**config.mk**
```make
export PLATFORM = sky130hd
export DESIGN_NAME = lcd_timing_gen
export DESIGN_NICKNAME = d
export VERILOG_FILES = /design/src/rtl/lcdt_pkg.sv /design/src/rtl/lcdt_pixdiv.sv /design/src/rtl/lcdt_axis.sv /design/src/rtl/lcd_timing_gen.sv
export SDC_FILE = /design/constraint.sdc
export NUM_CORES = 1
export LEC_CHECK = 0
export ABC_AREA = 0
export BUFFER_PORTS_ARGS = -buffer_cell sky130_fd_sc_hd__buf_2
export CAP_MARGIN = 15
export CELL_PAD_IN_SITES_DETAIL_PLACEMENT = 1
export CELL_PAD_IN_SITES_GLOBAL_PLACEMENT = 1
export CORE_UTILIZATION = 31
export CTS_CLUSTER_DIAMETER = 200
export CTS_CLUSTER_SIZE = 8
export DETAILED_ROUTE_END_ITERATION = 7
export PLACE_DENSITY_LB_ADDON = 0.1
export SYNTH_ARGS = -nofsm -noshare
export SYNTH_HDL_FRONTEND = slang
export SYNTH_SLANG_ARGS = --single-unit
```
**constraint.sdc**
```tcl
create_clock -name clk -period 3.1 [get_ports clk]
set_input_delay 0.62 -clock clk [delete_from_list [all_inputs] [get_ports clk]]
set_output_delay 0.62 -clock clk [all_outputs]
set_load 0.1 [all_outputs]
```
**src/rtl/lcdt_pkg.sv**
```systemverilog
// Shared types for the raster timing generator.
// Assumes the phase order sync, back porch, active, front porch on both axes.
package lcdt_pkg;

    typedef enum logic [1:0] {
        PH_SYNC   = 2'd0,
        PH_BACK   = 2'd1,
        PH_ACTIVE = 2'd2,
        PH_FRONT  = 2'd3
    } phase_t;

    // Interrupt point select codes.
    localparam logic [1:0] IRQ_AT_FRONT  = 2'd0;
    localparam logic [1:0] IRQ_AT_SYNC   = 2'd1;
    localparam logic [1:0] IRQ_AT_ACTIVE = 2'd2;
    localparam logic [1:0] IRQ_OFF       = 2'd3;

    // Phase that follows p in the fixed order.
    function automatic phase_t phase_after(phase_t p);
        case (p)
            PH_SYNC:   return PH_BACK;
            PH_BACK:   return PH_ACTIVE;
            PH_ACTIVE: return PH_FRONT;
            default:   return PH_SYNC;
        endcase
    endfunction

    // Vertical phase whose entry raises the interrupt for a select code.
    function automatic phase_t irq_phase(logic [1:0] sel);
        case (sel)
            IRQ_AT_FRONT:  return PH_FRONT;
            IRQ_AT_ACTIVE: return PH_ACTIVE;
            default:       return PH_SYNC;
        endcase
    endfunction

endpackage

```
**src/rtl/lcdt_pixdiv.sv**
```systemverilog
// Pixel strobe generator: emits one tick per pixel while running.
// Assumes div_m1 is stable while run is high; the all-ones code is capped
// so that the ratio never exceeds 2**DIV_W - 1.
module lcdt_pixdiv #(
    parameter int DIV_W = 8
) (
    input  logic             clk,
    input  logic             rst_n,
    input  logic             run,
    input  logic             div_on,
    input  logic [DIV_W-1:0] div_m1,
    output logic             tick
);
    localparam logic [DIV_W-1:0] CODE_MAX = {DIV_W{1'b1}};
    localparam logic [DIV_W-1:0] CODE_CAP = CODE_MAX - 1'b1;

    logic [DIV_W-1:0] ratio_m1;
    logic [DIV_W-1:0] phase_cnt;

    // Clamp the programmed ratio.
    always_comb ratio_m1 = (div_m1 == CODE_MAX) ? CODE_CAP : div_m1;

    // Tick on the last source cycle of each pixel, or every cycle in bypass.
    always_comb tick = run && (!div_on || (phase_cnt == ratio_m1));

    // Count source cycles within the current pixel.
    always_ff @(posedge clk) begin
        if (!rst_n || !run || !div_on)
            phase_cnt <= '0;
        else if (phase_cnt == ratio_m1)
            phase_cnt <= '0;
        else
            phase_cnt <= phase_cnt + 1'b1;
    end

    // The cycle counter never reaches the all-ones code (ratio cap).
    assert_ratio_cap_R6: assert property (@(posedge clk) disable iff (!rst_n)
        phase_cnt != CODE_MAX);

endmodule

```
**src/rtl/lcdt_axis.sv**
```systemverilog
// One raster axis: steps through sync, back porch, active, front porch,
// with each phase length given as length minus one. Parked at the start
// of sync while hold is high. Assumes len_m1 is stable while stepping.
module lcdt_axis import lcdt_pkg::*; #(
    parameter int W = 11
) (
    input  logic              clk,
    input  logic              rst_n,
    input  logic              hold,
    input  logic              step,
    input  logic [3:0][W-1:0] len_m1,
    output phase_t            phase,
    output logic [W-1:0]      cnt,
    output logic              at_end
);
    logic [W-1:0] cur_len;

    // Length of the phase in progress.
    always_comb cur_len = len_m1[phase];

    // Last unit of the last phase ends the axis period.
    always_comb at_end = (phase == PH_FRONT) && (cnt == cur_len);

    // Advance the position one unit per step.
    always_ff @(posedge clk) begin
        if (!rst_n || hold) begin
            phase <= PH_SYNC;
            cnt   <= '0;
        end else if (step) begin
            if (cnt == cur_len) begin
                phase <= phase_after(phase);
                cnt   <= '0;
            end else begin
                cnt <= cnt + 1'b1;
            end
        end
    end

    // The count stays within the programmed phase length.
    assert_cnt_bounded_R1: assert property (@(posedge clk) disable iff (!rst_n)
        cnt <= len_m1[phase]);

    // Without a step the position does not move.
    assert_hold_without_step_R5: assert property (@(posedge clk) disable iff (!rst_n)
        (!step && !hold) |=> ($stable(cnt) && $stable(phase)));

endmodule

```
**src/rtl/lcd_timing_gen.sv**
```systemverilog
// RGB panel raster timing generator: one pixel divider, a horizontal and a
// vertical axis, polarity stage and frame interrupt. Assumes configuration
// inputs change only while the raster is stopped.
module lcd_timing_gen import lcdt_pkg::*; #(
    parameter int H_W   = 11,
    parameter int V_W   = 11,
    parameter int DIV_W = 8
) (
    input  logic             clk,
    input  logic             rst_n,
    input  logic             enable,
    input  logic             div_on,
    input  logic [DIV_W-1:0] div_m1,
    input  logic [H_W-1:0]   hsync_m1,
    input  logic [H_W-1:0]   hback_m1,
    input  logic [H_W-1:0]   hact_m1,
    input  logic [H_W-1:0]   hfront_m1,
    input  logic [V_W-1:0]   vsync_m1,
    input  logic [V_W-1:0]   vback_m1,
    input  logic [V_W-1:0]   vact_m1,
    input  logic [V_W-1:0]   vfront_m1,
    input  logic             inv_hsync,
    input  logic             inv_vsync,
    input  logic             inv_de,
    input  logic             inv_pclk,
    input  logic [1:0]       irq_sel,
    output logic             hsync,
    output logic             vsync,
    output logic             de,
    output logic             pclk,
    output logic [H_W-1:0]   pix_x,
    output logic [V_W-1:0]   pix_y,
    output logic             frame_irq
);
    logic running, running_d;
    logic tick, h_end, v_end, line_end, frame_done;
    phase_t h_ph, v_ph, v_ph_d;
    logic [H_W-1:0] h_cnt;
    logic [V_W-1:0] v_cnt;
    logic [3:0][H_W-1:0] h_len;
    logic [3:0][V_W-1:0] v_len;
    logic hs_n, vs_n, de_n, irq_n;

    // Phase lengths indexed by phase code.
    always_comb begin
        h_len = {hfront_m1, hact_m1, hback_m1, hsync_m1};
        v_len = {vfront_m1, vact_m1, vback_m1, vsync_m1};
    end

    lcdt_pixdiv #(.DIV_W(DIV_W)) u_div (
        .clk    (clk),
        .rst_n  (rst_n),
        .run    (running),
        .div_on (div_on),
        .div_m1 (div_m1),
        .tick   (tick)
    );

    lcdt_axis #(.W(H_W)) u_hax (
        .clk    (clk),
        .rst_n  (rst_n),
        .hold   (!running),
        .step   (tick),
        .len_m1 (h_len),
        .phase  (h_ph),
        .cnt    (h_cnt),
        .at_end (h_end)
    );

    // Line and frame boundaries.
    always_comb begin
        line_end   = tick && h_end;
        frame_done = line_end && v_end;
    end

    lcdt_axis #(.W(V_W)) u_vax (
        .clk    (clk),
        .rst_n  (rst_n),
        .hold   (!running),
        .step   (line_end),
        .len_m1 (v_len),
        .phase  (v_ph),
        .cnt    (v_cnt),
        .at_end (v_end)
    );

    // Start on enable, stop only at a frame boundary with enable low.
    always_ff @(posedge clk) begin
        if (!rst_n)
            running <= 1'b0;
        else if (!running && enable)
            running <= 1'b1;
        else if (frame_done && !enable)
            running <= 1'b0;
    end

    // Remember last cycle's vertical phase and run state for edge detection.
    always_ff @(posedge clk) begin
        if (!rst_n) begin
            running_d <= 1'b0;
            v_ph_d    <= PH_SYNC;
        end else begin
            running_d <= running;
            v_ph_d    <= v_ph;
        end
    end

    // Nominal (active-high) panel signals.
    always_comb begin
        hs_n  = running && (h_ph == PH_SYNC);
        vs_n  = running && (v_ph == PH_SYNC);
        de_n  = running && (h_ph == PH_ACTIVE) && (v_ph == PH_ACTIVE);
        irq_n = running && (irq_sel != IRQ_OFF) && (v_ph == irq_phase(irq_sel))
                && (!running_d || (v_ph != v_ph_d));
    end

    // Polarity stage and coordinates.
    always_comb begin
        hsync     = hs_n ^ inv_hsync;
        vsync     = vs_n ^ inv_vsync;
        de        = de_n ^ inv_de;
        pclk      = tick ^ inv_pclk;
        frame_irq = irq_n;
        pix_x     = (running && (h_ph == PH_ACTIVE)) ? h_cnt : '0;
        pix_y     = (running && (v_ph == PH_ACTIVE)) ? v_cnt : '0;
    end

    // The interrupt is a single-cycle pulse.
    assert_irq_single_R7: assert property (@(posedge clk) disable iff (!rst_n)
        irq_n |=> !irq_n);

    // Within the active region x advances by one per pixel.
    assert_x_advances_R3: assert property (@(posedge clk) disable iff (!rst_n)
        (running && tick && (h_ph == PH_ACTIVE) && (h_cnt != hact_m1))
        |=> (pix_x == H_W'($past(pix_x) + 1'b1)));

    // The raster never stops except at the end of a frame.
    assert_stop_at_frame_end_R9: assert property (@(posedge clk) disable iff (!rst_n)
        (running && !frame_done) |=> running);

    // While stopped both axes are parked at the start of sync.
    assert_idle_parked_R9: assert property (@(posedge clk) disable iff (!rst_n)
        !running |-> (h_ph == PH_SYNC && h_cnt == '0 && v_ph == PH_SYNC && v_cnt == '0));

endmodule

```
## After elaboration in Yosys (flattened, before gate mapping)

Index checks and enable logic that the tools add are counted.

| operators by class | value |
|---|---|
| $add $sub $neg | 3 |
| order comparisons | 2 |
| equality and inequality tests | 14 |
| multiplexer cells | 14 |
| bitwise gates (word level) | 4 |
| reductions and logical operators | 31 |

Operator list:

| operator | count |
|---|---|
| $mux W11 | 6 |
| $bmux W11 S2 | 2 |
| $add A11 B1 Y11 const B | 2 |
| $eq A11 B11 Y1 | 2 |
| $logic_and A1 B1 Y1 | 15 |
| $pmux W2 S3 | 2 |
| $eq A2 B2 Y1 const B | 5 |
| $add A8 B1 Y8 const B | 1 |
| $eq A8 B8 Y1 | 1 |
| $eq A8 B8 Y1 const B | 1 |
| $mux W8 | 1 |
| $logic_not A2 Y1 | 3 |
| $lt A2 B3 Y1 const B | 2 |
| $logic_not A1 Y1 | 5 |
| $eq A2 B1 Y1 const B | 2 |
| $logic_or A1 B1 Y1 | 4 |
| $pmux W2 S2 | 1 |
| $reduce_and A2 Y1 | 2 |
| $xor A1 B1 Y1 | 4 |
| $eq A2 B2 Y1 | 1 |
| $mux W1 | 2 |
| $ne A2 B2 Y1 | 1 |
| $ne A2 B2 Y1 const B | 1 |
| $reduce_bool A2 Y1 | 1 |
| $reduce_or A2 Y1 | 1 |

| storage, ports and cells | value |
|---|---|
| flip-flop bits (word level) | 38 |
| input bits | 106 |
| output and inout port bits | 27 |
| logic and storage cells | 76 |

## Depth between registers and ports, before layout

Gate-level depths: netlist of run 1.

| depth | value |
|---|---|
| word-level depth | 10 |
| gate-level depth with buffers | 11 |
| depth with buffers taken out | 7 |

## By module

Synthesis of run 1 repeated with hierarchy kept, for this count alone.

| second synthesis, totals | value |
|---|---|
| cell total of the unflattened synthesis | 306 |
| area total of the unflattened synthesis | 3070.4 sq um |

By module, submodules not included:

| module | instances | cells an instance | area each (sq um) | sequential area each (sq um) |
|---|---|---|---|---|
| lcdt_axis | 2 | 102 | 1076.0 | 260.2 |
| lcdt_pixdiv | 1 | 50 | 504.2 | 160.2 |
| lcd_timing_gen | 1 | 52 | 414.1 | 80.1 |

## Least setup slack after synthesis of run 1

OpenSTA, ideal clock, no wires.

| timing path | value |
|---|---|
| path kind | input port to output port |
| start | input port div_m1[5] |
| end | output port pclk |
| arrival | 3.173 ns |
| data required time | 2.480 ns |
| slack | -0.693 ns |
| stages | 6 |
| buffers on the path | 1 |
| cell sequence | xor2_1 -> nor4_1 -> and4_1 -> nor2_1 -> clkbuf_1 -> xnor2_1 |

| between the ends | value |
|---|---|
| longest elaborated chain between the ends | 6 |

Ends and longest elaborated chain:

| what | RTL line | source |
|---|---|---|
| start: declaration | lcd_timing_gen.sv:13 | `input logic [DIV_W-1:0] div_m1,` |
| $eq A8 B8 Y1 | lcdt_pixdiv.sv:21 | `always_comb ratio_m1 = (div_m1 == CODE_MAX) ? CODE_CAP : div_m1;` |
| $mux W8 (*) | lcdt_pixdiv.sv:21 |  |
| $eq A8 B8 Y1 (*) | lcdt_pixdiv.sv:24 | `always_comb tick = run && (!div_on \|\| (phase_cnt == ratio_m1));` |
| $logic_or A1 B1 Y1 (*) | lcdt_pixdiv.sv:24 |  |
| $logic_and A1 B1 Y1 (*) | lcdt_pixdiv.sv:24 |  |
| $xor A1 B1 Y1 (*) | lcd_timing_gen.sv:122 | `pclk = tick ^ inv_pclk;` |
| end: declaration | lcd_timing_gen.sv:30 | `output logic pclk,` |

Every way passes the cells marked *; elsewhere a longest branch is shown, timed or not.

## Worst setup path in the final report of run 1

| timing path | value |
|---|---|
| start | register u_hax.phase[0] |
| end | register running |

| between the ends | value |
|---|---|
| longest elaborated chain between the ends | 8 |
| elaborated cells between the ends (all ways) | 9 |
| classes of those cells | eq/ne: 2; mux: 2; reduce/logical: 5 |

Ends and longest elaborated chain:

| what | RTL line | source |
|---|---|---|
| start: declaration | lcdt_axis.sv:12 | `output phase_t phase,` |
| start signal: assignment | lcdt_axis.sv:31 | `phase <= phase_after(phase);` |
| $bmux W11 S2 | lcdt_axis.sv:19 | `always_comb cur_len = len_m1[phase];` |
| $mux W11 (not written as such) | lcdt_axis.sv:19 |  |
| $eq A11 B11 Y1 | lcdt_axis.sv:22 | `always_comb at_end = (phase == PH_FRONT) && (cnt == cur_len);` |
| $logic_and A1 B1 Y1 (*) | lcdt_axis.sv:22 |  |
| $logic_and A1 B1 Y1 (*) | lcd_timing_gen.sv:72 | `line_end = tick && h_end;` |
| $logic_and A1 B1 Y1 (*) | lcd_timing_gen.sv:73 | `frame_done = line_end && v_end;` |
| $logic_and A1 B1 Y1 (*) | lcd_timing_gen.sv:93 | `else if (frame_done && !enable)` |
| $reduce_bool A2 Y1 (no source line) (*) | -- |  |
| end signal: assignment | lcd_timing_gen.sv:90 | `running <= 1'b0;` |
| end signal: assignment | lcd_timing_gen.sv:92 | `running <= 1'b1;` |
| end signal: assignment | lcd_timing_gen.sv:94 | `running <= 1'b0;` |
| end: declaration | lcd_timing_gen.sv:35 | `logic running, running_d;` |

Every way passes the cells marked *; elsewhere a longest branch is shown, timed or not. The select of a mux whose other input is x is not followed.
A chain may end at the register's enable or synchronous reset.

==> results of run 1 <==
## where the power goes
| part | switching [mW] | internal, mW |
|---|---|---|
| logic | 0.113 | 0.103 |
| registers | 0.00335 | 0.491 |
| clock network | 0.185 | 0.241 |
## critical path, cell delays in order (launching register included)
cell and delay (ns):
dfxtp_1 0.34, buf_4 0.15, mux4_1 0.56, xnor2_1 0.15, nand4_1 0.15, or4_4 0.56, or4_4 0.53, buf_4 0.16
nor3b_1 0.17, nor2_1 0.06
## flip-flops by register name, summed over array words and instances, names as in the netlist
name / count
running_d: 1
u_vax.phase: 2
u_vax.cnt: 11
u_div.phase_cnt: 8
running: 1
v_ph_d: 2
u_hax.cnt: 11
u_hax.phase: 2
## routing by layer
layer	vias up	part of all wire [%]	track usage (%)
met2	69	48	33.1
li1	1430	-	-
met5	-	0	0
met4	0	1.6	5.20
met3	9	4.1	2.91
met1	1404	46	24.7
## cells in the mapped netlist (all sizes together), types with 5 or more instances
cell type	count	area (um2)
nand3	12	60.1
clkbuf	12	46.3
dfxtp	38	761
o21ai	13	65.1
buf	7	41.3
nor4	5	31.3
xnor2	40	350
nand2	15	56.3
nor3	6	30.0
nand4	15	93.8
ha	9	113
inv	8	30.0
nor2	31	116
or3	7	43.8
xor2	13	114
a21oi	8	43.8
and4	5	43.8
and3	27	169
mux4	22	522
## worst max path at each step
stage | from | endpoint | cells past startpoint
2_1_floorplan | div_m1[5] | pclk | 6
3_3_place_gp | hback_m1[3] | running$_SDFFE_PN0P_ | 9
3_5_place_dp | hback_m1[4] | running$_SDFFE_PN0P_ | 9
4_1_cts | u_hax.phase[0]$_SDFFE_PP0P_ | running$_SDFFE_PN0P_ | 9
5_1_grt | u_hax.phase[0]$_SDFFE_PP0P_ | running$_SDFFE_PN0P_ | 9
6_report | u_hax.phase[0]$_SDFFE_PP0P_ | running$_SDFFE_PN0P_ | 9
## per-stage QoR
stage	hold WS [ns]	instances	area, um2	TNS (ns)	total power, mW
final	0.529	567	3920	0	1.14
after global routing	0.566	567	3920	0	1.19
after CTS	0.537	567	3920	0	1.15
after detailed placement	0.524	559	3810	-1.24	0.722
after global placement	0.508	559	3810	-0.0744	0.716
after floorplan	0.475	318	2940	-0.0575	0.621
## what timing repair did
item                                    CTS  global route
endpoints found under the setup margin    0            15
setup buffers                             0             0
gates resized for setup                   0             3
## kinds of logic (layout without fill, tap and decap cells)
kind of cell	count (synthesis)	count (layout)	synth area share [%]
and+or+nand+nor	137	137	25.5
xor gates and xnor gates	53	53	15.9
DFF	38	38	26.0
buffers and inverters	28	166	4.15
AOI/OAI and AO/OA	27	27	5.31
muxes	26	26	19.2
adders and majority gates	9	9	3.85
## final cells by class
cell class                      instances  area share (%)
Timing Repair Buffer                  149            20.8
Clock buffer                            7            1.95
Sequential cell                        38            19.4
Inverter                                9           0.862
Tap cell                              111            3.54
Multi-Input combinational cell        252            52.7
Clock inverter                          1           0.766
==> reports/results.ini, run 1 <==
[timing]
setup_slack_ns = 0.148
finClkSkew_ns = 0.00981
fin_crit_sh_pct = 95.2
setup_viol = 0
hold_violations = 0
grt_setup_unrepaired = false
period_needed_ns = 2.95
drv_slew = 0
worst_pin_slew_ns = 0.544
max-slew-margin-rel_pct = 63.7
clock.fmax_mhz = 339

[yosys]
synthCells = 318
synth_edf_count = 0
syn_avg_cell_area_um2 = 9.19
seq_area_frac_synth_pct = 26.0
syn-cell-area_mm2 = 0.00292
synth_ff_type = dfxtp_1
async_flop_share_pct = 0
synth_cell_types = 40
ys_seq_elements = 38
synth_warnings = 0
syn_nets = 433

[worst_setup_path]
crit_path_end_kind = flop
reg2reg_to = running$_SDFFE_PN0P_
crit_arrival_ns = 3.14
r2r-start = u_hax.phase[0]$_SDFFE_PP0P_
path_class = flop to flop
start_kind = flop
critPathMaxFanout = 5
reg2regPathDepth = 9
required_ns = 3.29
rrSetupSlack_ns = 0.15

[finish]
nNetsFinal = 570
fillers = 1113
final_cell_mix = buf_2, dfxtp_1, xnor2_1
diodes = 0
multiInputGateArea_mm2 = 0.00206
layout_commonest_cell = buf_2
postLayoutCoreUtil_pct = 42.6
register_area_um2 = 761
syn2layout_area_growth_pct = 34.2
drive_above_1_share_pct = 39.5

[place]
gp_congestion = 0.773
preCtsSetupSlack_ns = -0.153
io_buffer_count = 132
dp_hpwl_mm = 7.50

[pwr]
power_density_mw_per_mm2 = 290
vdd_drop_max_mv = 0.162
total_leakage_power_nw = 1.68

[die]
io_pins = 133
die_area_mm2 = 0.00982
row_count = 35
start_util_pct = 31.8
die-width_um = 99.1
coreArea_mm2 = 0.00920
die_h_um = 99.1

[route]
firstDrtPassIters = 4
drt_drc_violations_left = 0
ant_nets = 0
num_vias = 2912
drtIter0Drc = 52
wl_per_cell_um = 16.4
routed_wl_mm = 9.27
via_per_inst = 5.14

[grt]
grt_first_pass_wirelength_mm = 14.7
grt_pass1_vias = 3023
grt_use_total_pct = 19.1
antenna_found_initial = 0
grt_max_degree = 30
grt-ovfl-total = 0

[clock_network]
h-tree-depth = 2
cts_tree = done
cts_buffers = 5
path_clk_slew_ns = 0.08
cts_buffer_depth = 2
clock_latency_ns = 0.29
clock-sinks = 38
root_buffer = clkbuf_8
hold_buffers = 0

[worst_hold_path]
hp-class = flop to flop
holdPathStages = 2
hold_start = u_vax.cnt[10]$_SDFFE_PP0P_
worstHoldEndpoint = u_vax.cnt[10]$_SDFFE_PP0P_

[flow_run]
max-cap-violations = 0

[run_status]
outcome = finished, final reports clean

Power figures use the tool's default switching activity.
==> run 2, diff against run 1 <==
Clock period 3.1 ns to 2.7 ns, I/O delays scaled along.
==> run 2 against run 1 <==
  * The flow now finishes with violations (negative setup slack)
  * Die area unchanged
  * Clock skew decreased by 0.0026 ns
  * Register-to-register slack got worse by 0.23 ns
  * Total power increased by 27%
  * First-iteration DRC count increased by 40%
  * Critical path type unchanged
  * Final area increased by 12%
  * Non-clock buffer count increased by 10
  * Critical path depth unchanged
  * Utilization increased by 5.2 points
  * Largest cell class unchanged
  * Cell count increased by 1.9%
  * Via count increased by 3.7%
  * Worst setup slack got worse by 0.23 ns
==> reports/results.ini, run 2 (same netlist as run 1, synthesis figures left out) <==
[run_status]
outcome = complete, but fails checks
failed_checks = negative setup slack

[route]
drt_drc_violations_left = 0  ; unchanged
firstDrtPassIters = 4  ; unchanged
drtIter0Drc = 73  ; +40%
routed_wl_mm = 9.89  ; +6.6%
ant_nets = 0  ; unchanged
via_per_inst = 5.22  ; +1.7%
wl_per_cell_um = 17.1  ; +4.6%
num_vias = 3019  ; +3.7%

[die]
io_pins = 133  ; unchanged
row_count = 35  ; unchanged
die_h_um = 99.1  ; unchanged
start_util_pct = 31.8  ; unchanged
coreArea_mm2 = 0.00920  ; unchanged
die-width_um = 99.1  ; unchanged
die_area_mm2 = 0.00982  ; unchanged

[clock_network]
clock-sinks = 38  ; unchanged
clock_latency_ns = 0.29  ; about the same
cts_buffer_depth = 2  ; unchanged
root_buffer = clkbuf_8
cts_tree = done
path_clk_slew_ns = 0.09  ; about the same
h-tree-depth = 2  ; unchanged
cts_buffers = 5  ; unchanged
hold_buffers = 0  ; unchanged

[grt]
grt_max_degree = 26  ; -13%
grt_first_pass_wirelength_mm = 15.4  ; +4.2%
antenna_found_initial = 0  ; unchanged
grt_pass1_vias = 3087  ; +2.1%
grt_use_total_pct = 20.0  ; +0.84 points
grt-ovfl-total = 0  ; unchanged

[timing]
clock.fmax_mhz = 359  ; +6.0%
period_needed_ns = 2.79  ; -0.166 ns
worst_pin_slew_ns = 0.493  ; -0.0506 ns
timing.hold.ws_ns = 0.495  ; -0.0335 ns
finClkSkew_ns = 0.00722  ; -0.00260 ns
drv_slew = 0  ; unchanged
max-slew-margin-rel_pct = 67.4  ; +3.6 points
setup_viol = 23  ; +23
fin_crit_sh_pct = 103  ; +7.9 points
setup_slack_ns = -0.0861  ; -0.234 ns
finalSetupTns_ns = -0.940  ; -0.940 ns
hold_violations = 0  ; unchanged
grt_setup_unrepaired = true

[worst_setup_path]
crit_path_end_kind = flop
cp_slowest_cell = mux4_1
critPathMaxFanout = 9  ; +4
reg2reg_to = u_vax.cnt[3]$_SDFFE_PP0P_
required_ns = 2.89  ; -0.40 ns
r2r-start = u_hax.phase[0]$_SDFFE_PP0P_
path_buf_inv = 3  ; +1
path_class = flop to flop
start_kind = flop
reg2regPathDepth = 9  ; unchanged
path_common_cell = or4_4
crit_arrival_ns = 2.97  ; -0.17 ns
cp_cell_sequence = buf_6 -> buf_4 -> mux4_1 -> xor2_1 -> or4_4 -> or4_4 -> nand2_4 -> buf_12 -> a21oi_1
cp_slowest_stage_delay_ns = 0.62  ; +0.06 ns
path_delay_family = simple AND/OR/NAND/NOR gates
rrSetupSlack_ns = -0.09  ; -0.23 ns

[worst_hold_path]
holdPathStages = 1  ; -1
hp-class = flop to flop
hold_start = u_div.phase_cnt[0]$_SDFF_PP0_
worstHoldEndpoint = u_div.phase_cnt[0]$_SDFF_PP0_

[finish]
finalNonFillerCells = 578  ; +1.9%
nNetsFinal = 581  ; +1.9%
drive_above_1_share_pct = 45.6  ; +6.1 points
largestRegisters = u_hax.cnt (11), u_vax.cnt (11), u_div.phase_cnt (8)
final_cell_mix = buf_2, dfxtp_1, xnor2_1
diodes = 0  ; unchanged
fillers = 1087  ; -2.3%
layout_commonest_cell = buf_2
syn2layout_area_growth_pct = 50.7
postLayoutCoreUtil_pct = 47.9  ; +5.2 points

[pwr]
total_leakage_power_nw = 1.83  ; +8.8%
vdd_drop_max_mv = 0.229  ; +42%
power_density_mw_per_mm2 = 327  ; +13%

[place]
preCtsSetupSlack_ns = -0.314  ; -0.161 ns
dp.cells = 562  ; +0.54%
io_buffer_count = 132  ; unchanged
dp_hpwl_mm = 7.59  ; +1.2%
gp_congestion = 0.777  ; +0.52%

[flow_run]
max-cap-violations = 0  ; unchanged

-- run 2: stage by stage --
stage               power (mW)  instance area (um2)
finish                    1.44                 4400
global route              1.50                 4400
CTS                       1.45                 4310
detailed placement       0.844                 4080
global placement         0.838                 4080
floorplan                0.715                 2970
-- run 2: metal layers --
layer	part of all wire (%)	vias to the layer above	routed length (um)	GRT usage (%)
li1	-	1453	-	-
met1	46	1478	4510	25.8
met2	50	80	4940	35.4
met3	3.4	8	336	2.62
met4	1.1	0	104	4.52
met5	0	-	0	0
-- run 2: where the power goes --
group          total (mW)  switching [mW]  internal, mW
combinational       0.271           0.135         0.136
sequential          0.567         0.00516         0.562
clock               0.600           0.229         0.371
total                1.44           0.369          1.07
-- run 2: worst max-delay path by stage --
| stage | from | to | depth (start not counted) |
|---|---|---|---|
| after floorplan | div_m1[5] | pclk | 6 |
| after global placement | hfront_m1[3] | u_vax.cnt[9]$_SDFFE_PP0P_ | 8 |
| after detailed placement | hfront_m1[4] | u_vax.cnt[9]$_SDFFE_PP0P_ | 8 |
| after CTS | u_hax.phase[0]$_SDFFE_PP0P_ | u_vax.cnt[9]$_SDFFE_PP0P_ | 8 |
| after global routing | u_hax.phase[0]$_SDFFE_PP0P_ | u_vax.cnt[9]$_SDFFE_PP0P_ | 10 |
| final | u_hax.phase[0]$_SDFFE_PP0P_ | u_vax.cnt[3]$_SDFFE_PP0P_ | 9 |
-- run 2: worst reg2reg max path: cells and delay by family (launching register included) --
| family | cells | cell delay, ns |
|---|---|---|
| buf+inv | 3 | 0.37 |
| mux | 1 | 0.62 |
| flops | 1 | 0.38 |
| simple gates | 3 | 1.09 |
| compound gates | 1 | 0.05 |
| xor+xnor | 1 | 0.18 |
-- run 2: repair_timing --
item	CTS	global route
pin swaps	8	6
setup buffers	6	1
cloned	1	0
resized for setup	11	23
endpoints found under the setup margin	26	31
-- run 2: final cells by class --
| cell class | count | area [um2] | share of cell area (%) |
|---|---|---|---|
| clock buffers | 5 | 68.8 | 1.56 |
| clock inverters | 3 | 68.8 | 1.56 |
| inverters | 9 | 33.8 | 0.767 |
| multi-input cells | 253 | 2170 | 49.2 |
| flip-flops and latches | 38 | 767 | 17.4 |
| well taps | 111 | 139 | 3.16 |
| repair buffers | 159 | 1160 | 26.3 |
